$ cat src/rtl/bwb_pkg.sv
// Shared types and piece-ordering helpers for the width converter.
// Assumes a word splits into at most four pieces.
package bwb_pkg;
    typedef enum logic [1:0] {
        MODE_LONG = 2'd0,
        MODE_HALF = 2'd1,
        MODE_BYTE = 2'd2
    } mode_t;

    // Index of the final piece for a mode.
    function automatic logic [1:0] last_part(mode_t m);
        case (m)
            MODE_HALF: return 2'd1;
            MODE_BYTE: return 2'd3;
            default:   return 2'd0;
        endcase
    endfunction

    // Slice of the word (0 = least significant) carried by piece 'part'.
    function automatic logic [1:0] slice_of(mode_t m, logic be, logic [1:0] part);
        return be ? (last_part(m) - part) : part;
    endfunction
endpackage

$ cat src/rtl/bwb_cfg.sv
// Configuration latch: samples width and order only while reset is asserted.
// Assumes a synchronous active-low reset held for at least one edge.
module bwb_cfg (
    input  logic              clk,
    input  logic              rst_n,
    input  logic [1:0]        cfg_width,
    input  logic              cfg_big_endian,
    output bwb_pkg::mode_t    mode_q,
    output logic              be_q
);
    import bwb_pkg::*;

    // Capture configuration during reset, hold it otherwise.
    always_ff @(posedge clk) begin
        if (!rst_n) begin
            case (cfg_width)
                2'd1:    mode_q <= MODE_HALF;
                2'd2:    mode_q <= MODE_BYTE;
                default: mode_q <= MODE_LONG;
            endcase
            be_q <= cfg_big_endian;
        end
    end

    assert_cfg_frozen_R1: assert property (@(posedge clk) disable iff (!rst_n)
        $past(rst_n) |-> ($stable(mode_q) && $stable(be_q)));
endmodule

$ cat src/rtl/bwb_split.sv
// Outbound splitter: presents a queue word as 1, 2 or 4 right-aligned pieces.
// Assumes the head word stays stable until it is popped.
module bwb_split #(
    parameter int WORD_W = 36
) (
    input  logic              clk,
    input  logic              rst_n,
    input  bwb_pkg::mode_t    mode,
    input  logic              be,
    input  logic [WORD_W-1:0] in_word,
    input  logic              in_valid,
    output logic              in_pop,
    output logic [WORD_W-1:0] out_data,
    output logic              out_valid,
    input  logic              out_ready
);
    import bwb_pkg::*;
    localparam int HALF_W = WORD_W / 2;
    localparam int BYTE_W = WORD_W / 4;

    logic [1:0] cnt;
    logic [1:0] idx;
    logic       is_last;

    // Select the piece for the current position.
    always_comb begin
        idx      = slice_of(mode, be, cnt);
        is_last  = (cnt == last_part(mode));
        out_data = '0;
        case (mode)
            MODE_HALF: out_data[HALF_W-1:0] = in_word[32'(idx[0]) * HALF_W +: HALF_W];
            MODE_BYTE: out_data[BYTE_W-1:0] = in_word[32'(idx) * BYTE_W +: BYTE_W];
            default:   out_data = in_word;
        endcase
    end

    assign out_valid = in_valid;
    assign in_pop    = in_valid && out_ready && is_last;

    // Advance the piece position on each accepted transfer.
    always_ff @(posedge clk) begin
        if (!rst_n)                    cnt <= '0;
        else if (in_valid && out_ready) cnt <= is_last ? 2'd0 : cnt + 2'd1;
    end

    assert_pop_restarts_R5: assert property (@(posedge clk) disable iff (!rst_n)
        in_pop |=> (cnt == 2'd0));
    assert_stall_holds_R5: assert property (@(posedge clk) disable iff (!rst_n)
        (out_valid && !out_ready) |=> $stable(cnt));
    assert_half_upper_zero_R3: assert property (@(posedge clk) disable iff (!rst_n)
        (mode == MODE_HALF) |-> (out_data[WORD_W-1:HALF_W] == '0));
    assert_byte_upper_zero_R4: assert property (@(posedge clk) disable iff (!rst_n)
        (mode == MODE_BYTE) |-> (out_data[WORD_W-1:BYTE_W] == '0));
    assert_cnt_clear_R10: assert property (@(posedge clk)
        !rst_n |=> (cnt == 2'd0));
endmodule

$ cat src/rtl/bwb_gather.sv
// Inbound gatherer: collects 1, 2 or 4 right-aligned pieces into one word.
// Assumes the queue may hold off the push for any number of cycles.
module bwb_gather #(
    parameter int WORD_W = 36
) (
    input  logic              clk,
    input  logic              rst_n,
    input  bwb_pkg::mode_t    mode,
    input  logic              be,
    input  logic [WORD_W-1:0] in_data,
    input  logic              in_valid,
    output logic              in_ready,
    output logic [WORD_W-1:0] wr_data,
    output logic              wr_valid,
    input  logic              wr_ready
);
    import bwb_pkg::*;
    localparam int HALF_W = WORD_W / 2;
    localparam int BYTE_W = WORD_W / 4;

    logic [1:0]        cnt;
    logic [1:0]        idx;
    logic              hold;
    logic [WORD_W-1:0] acc;
    logic              accept;
    logic              is_last;

    // Decode the slice position and the handshake.
    always_comb begin
        idx      = slice_of(mode, be, cnt);
        is_last  = (cnt == last_part(mode));
        in_ready = !hold || wr_ready;
        accept   = in_valid && in_ready;
    end

    assign wr_data  = acc;
    assign wr_valid = hold;

    // Place accepted pieces and track the finished-word hold.
    always_ff @(posedge clk) begin
        if (!rst_n) begin
            cnt  <= '0;
            hold <= 1'b0;
            acc  <= '0;
        end else begin
            if (hold && wr_ready) hold <= 1'b0;
            if (accept) begin
                case (mode)
                    MODE_HALF: acc[32'(idx[0]) * HALF_W +: HALF_W] <= in_data[HALF_W-1:0];
                    MODE_BYTE: acc[32'(idx) * BYTE_W +: BYTE_W]    <= in_data[BYTE_W-1:0];
                    default:   acc <= in_data;
                endcase
                if (is_last) begin
                    cnt  <= 2'd0;
                    hold <= 1'b1;
                end else begin
                    cnt  <= cnt + 2'd1;
                end
            end
        end
    end

    assert_held_word_stable_R9: assert property (@(posedge clk) disable iff (!rst_n)
        (wr_valid && !wr_ready) |=> (wr_valid && $stable(wr_data)));
    assert_push_follows_accept_R9: assert property (@(posedge clk) disable iff (!rst_n)
        $rose(wr_valid) |-> $past(in_valid && in_ready));
    assert_wr_clear_R10: assert property (@(posedge clk)
        !rst_n |=> !wr_valid);
endmodule

$ cat src/rtl/bus_width_bridge.sv
// Top level: configuration latch plus the outbound splitter and inbound gatherer.
// Assumes both queue sides share this block's clock.
module bus_width_bridge #(
    parameter int WORD_W = 36
) (
    input  logic              clk,
    input  logic              rst_n,
    input  logic [1:0]        cfg_width,
    input  logic              cfg_big_endian,
    input  logic [WORD_W-1:0] fifo_rd_data,
    input  logic              fifo_rd_valid,
    output logic              fifo_rd_pop,
    output logic [WORD_W-1:0] port_out_data,
    output logic              port_out_valid,
    input  logic              port_out_ready,
    input  logic [WORD_W-1:0] port_in_data,
    input  logic              port_in_valid,
    output logic              port_in_ready,
    output logic [WORD_W-1:0] fifo_wr_data,
    output logic              fifo_wr_valid,
    input  logic              fifo_wr_ready
);
    bwb_pkg::mode_t mode_q;
    logic           be_q;

    bwb_cfg u_cfg (
        .clk(clk), .rst_n(rst_n), .cfg_width(cfg_width),
        .cfg_big_endian(cfg_big_endian), .mode_q(mode_q), .be_q(be_q)
    );

    bwb_split #(.WORD_W(WORD_W)) u_split (
        .clk(clk), .rst_n(rst_n), .mode(mode_q), .be(be_q),
        .in_word(fifo_rd_data), .in_valid(fifo_rd_valid), .in_pop(fifo_rd_pop),
        .out_data(port_out_data), .out_valid(port_out_valid), .out_ready(port_out_ready)
    );

    bwb_gather #(.WORD_W(WORD_W)) u_gather (
        .clk(clk), .rst_n(rst_n), .mode(mode_q), .be(be_q),
        .in_data(port_in_data), .in_valid(port_in_valid), .in_ready(port_in_ready),
        .wr_data(fifo_wr_data), .wr_valid(fifo_wr_valid), .wr_ready(fifo_wr_ready)
    );
endmodule

$ cat config.mk
export PLATFORM = sky130hd
export DESIGN_NAME = bus_width_bridge
export DESIGN_NICKNAME = d
export VERILOG_FILES = /design/src/rtl/bwb_pkg.sv /design/src/rtl/bwb_cfg.sv /design/src/rtl/bwb_split.sv /design/src/rtl/bwb_gather.sv /design/src/rtl/bus_width_bridge.sv
export SDC_FILE = /design/constraint.sdc
export NUM_CORES = 1
export LEC_CHECK = 0
export ABC_CLOCK_PERIOD_IN_PS = 3080
export BUFFER_PORTS_ARGS = -buffer_cell sky130_fd_sc_hd__buf_2
export CAP_MARGIN = 20
export CORE_UTILIZATION = 25
export DETAILED_ROUTE_END_ITERATION = 16
export SYNTH_ARGS = -nofsm -noshare
export SYNTH_HDL_FRONTEND = slang
export SYNTH_HIERARCHICAL = 1
export SYNTH_SLANG_ARGS = --single-unit
$ cat constraint.sdc
create_clock -name clk -period 3.08 [get_ports clk]
set_input_delay 0.154 -clock clk [delete_from_list [all_inputs] [get_ports clk]]
set_output_delay 0.154 -clock clk [all_outputs]
set_load 0.01 [all_outputs]
==> out/qor.yml <==
run_status:
  status: "completed"
finish:
  multi_input_area_mm2: 0.00279
  fin_util_pct: 33.1
  register_area_um2: 911
  diodes: 0
  postLayoutCellArea_mm2: 0.00506
  final_common_cell: "buf_2"
  fillers: 1645
  fin_nets: 727
  synthToLayoutAreaGrowth_pct: 28.5
  final_cells: 851
  final_layout_size_suffix_gt1_share_pct: 32.5
  final_cell_mix: "buf_2, nand2_1, dfxtp_1, nor2b_1, a21oi_1"
route:
  routedWlPerCell_um: 15.3
  first_pass_iters: 5
  vias_per_cell: 5.17
  num_vias: 4401
  wirelength_um: 13000
  drt_iter0_drc: 299
  detail-route-antenna-nets: 0
  drc: 0
sta:
  period_share_pct: 93.5
  skew_ns: 0.00946
  slew_violations: 0
  tns_ns: 0
  slew_headroom_pct: 41.9
  max_clock_freq_ghz: 0.347
  worstMarginPinSlew_ns: 0.868
  hold_viol: 0
  fin_crit_ns: 2.88
  finalSetupViolations: 0
  rsz0062_at_grt: "false"
synth:
  ys.flop_type: "dfxtp_1"
  synth_edf_count: 3
  postSynthAreaPerCell_um2: 7.87
  yosysWarnings: 6
  postSynthCellCount: 500
  synth_area_mm2: 0.00394
  syn_nets: 588
  ys_ff_latch: 44
  ys_seq_area_share_pct: 23.1
  synthDistinctLibCells: 65
  synthArstFlopShare_pct: 0
cts:
  cts.sinks: 44
  tritoncts: "done"
  path_clk_slew_ns: 0.06
  cts_hold_buf: 0
  clk_latency_ns: 0.29
  post_cts_buffers: 0
  htree_levels: 2
  cts_made_buffers: 5
  cts_buffer_depth: 2
  cts-root-buf: "clkbuf_16"
critical_path:
  arrival_ns: 3.06
  cp_top_family: "adder cells"
  path_max_fanout: 6
  worst_path_largest_cell_delay_ns: 0.44
  r2r_slack_ns: 0.20
  critPathMostFrequentCell: "ha_1"
  crit_required_ns: 3.26
  crit_chain: "ha_1 -> ha_1 -> xnor2_1 -> nor2b_1 -> xnor2_2 -> ha_1 -> buf_4 -> a31o_2 -> nor3b_2 -> nor4_1 -> o221a_1"
  end_kind: "flip-flop"
  cp_slowest_cell: "edfxtp_1"
  critPathBufInv: 1
  cp-start-kind: "flip-flop"
  path_class: "flip-flop to flip-flop"
global_route:
  grt_max_degree: 54
  grt_pass1_wl_um: 20800
  met2_usage_pct: 25.2
  met1_usage_pct: 21.1
  antenna_found_initial: 1
  gr-usage-met3_pct: 3.98
  overflow: 0
  grt_pass1_vias: 3995
  track_usage_pct: 15.6
  top_usage_layer: "met2"
power:
  powerDensity_mw_per_mm2: 425
  total_power_mw: 2.15
  vdd_drop_max_v: 0.000257
  p_leak_nw: 2.28
job:
  cap_violations: 0
floorplanning:
  core_mm2: 0.0153
  initial_core_util_pct: 25.8
  die_w_um: 127
  die_y_um: 127
  rows: 45
  die_area_mm2: 0.0162
  io_pins: 157
place:
  place_inst: 843
  placed_cell_area_mm2: 0.00489
  place.gp.congestion: 0.814
  dp.final_hpwl_um: 9550
  portBuffers: 156
worst_hold_path:
  hp-class: "primary input to flip-flop"
## worst paths after layout
check	from	to	depth (start not counted)
worst max-delay path	u_cfg/mode_q[1]$_DFFE_PN_	u_gather/wr_data[25]$_SDFFE_PN0P_	11
worst min-delay path	cfg_big_endian	u_cfg/be_q$_DFFE_PN_	1
worst max register to register	u_cfg/mode_q[1]$_DFFE_PN_	u_gather/wr_data[25]$_SDFFE_PN0P_	11
worst min register to register	u_gather/wr_data[28]$_SDFFE_PN0P_	u_gather/wr_data[28]$_SDFFE_PN0P_	2
## worst register-to-register path, cell delays in order, from the launching register on
cell and delay (ns):
edfxtp_1 0.44, ha_1 0.32, ha_1 0.23, xnor2_1 0.22, nor2b_1 0.11, xnor2_2 0.16
ha_1 0.34, buf_4 0.18, a31o_2 0.24, nor3b_2 0.22, nor4_1 0.08, o221a_1 0.24
## through the flow
| stage | setup slack [ns] | hold WS [ns] |
|---|---|---|
| 5_1_grt | 0.0155 | 0.0469 |
| 3_3_place_gp | 0.109 | 0.335 |
| 2_1_floorplan | 0.329 | 0.253 |
| 4_1_cts | 0.0229 | 0.0444 |
| 6_report | 0.199 | 0.0471 |
| 3_5_place_dp | 0.0219 | 0.338 |
## layout make-up
type,count,area share (%)
Sequential cell,44,18.0
Timing Repair Buffer,172,17.8
Clock buffer,6,2.55
Tap cell,211,5.22
Multi-Input combinational cell,403,55.1
Inverter,13,0.965
Clock inverter,2,0.297
## registers in the layout (all words and copies together), names as in the netlist
signal             flops
u_cfg/mode_q           2
u_split/cnt            2
u_gather/wr_valid      1
u_cfg/be_q             1
u_gather/cnt           2
u_gather/wr_data      36
## where the power goes
part / switching, mW / leakage [nW] / internal (mW)
clock network: 0.238 / 0.0714 / 0.303
registers: 0.0369 / 0.364 / 0.623
logic: 0.547 / 1.84 / 0.398
total: 0.822 / 2.28 / 1.33
## cells by family (layout without fill, tap and decap cells)
| family | after synthesis | count (layout) | synth area share (%) |
|---|---|---|---|
| AO/OA/AOI/OAI | 183 | 183 | 34.9 |
| multiplexers | 18 | 18 | 4.67 |
| adder cells (fa/ha/maj) | 7 | 7 | 2.23 |
| flip-flops | 44 | 44 | 23.1 |
| AND/OR/NAND/NOR | 187 | 187 | 26.6 |
| XOR/XNOR | 8 | 8 | 1.97 |
| buffers and inverters | 53 | 193 | 6.49 |
## layer usage
| layer | vias up | part of all wire [%] |
|---|---|---|
| met5 | - | 0.077 |
| met4 | 2 | 0.76 |
| met3 | 9 | 10 |
| met2 | 231 | 44 |
| met1 | 2000 | 45 |
| li1 | 2159 | - |
## Yosys cell counts, types with 4 or more instances
cell / count / area, um^2
o21a_1: 5 / 37.5
a21oi_1: 27 / 135
nor2_1: 13 / 48.8
nand2b_1: 17 / 106
a211oi_1: 8 / 60.1
a221oi_1: 8 / 70.1
a21o_1: 8 / 60.1
nor3_1: 4 / 20.0
a31oi_1: 14 / 87.6
o21ai_0: 14 / 70.1
o21ai_2: 5 / 43.8
and2_1: 21 / 131
nand3b_1: 14 / 105
o211ai_1: 16 / 120
a222oi_1: 8 / 80.1
clkbuf_1: 17 / 63.8
nand2_1: 49 / 184
dfxtp_1: 41 / 821
a32o_1: 8 / 80.1
a211o_1: 5 / 43.8
ha_1: 7 / 87.6
inv_1: 12 / 45.0
a22oi_1: 10 / 75.1
buf_2: 12 / 60.1
xor2_1: 4 / 35.0
nand3_1: 24 / 120
buf_4: 5 / 37.5
nor2b_1: 31 / 194
o22ai_1: 8 / 50.1
mux2i_1: 17 / 170
a22o_1: 19 / 166
## timing repair
action	CTS	global route
resized for setup	0	4
endpoints found under the hold margin	0	0
endpoints found under the setup margin	0	18
(Power assumes the default switching activity.)
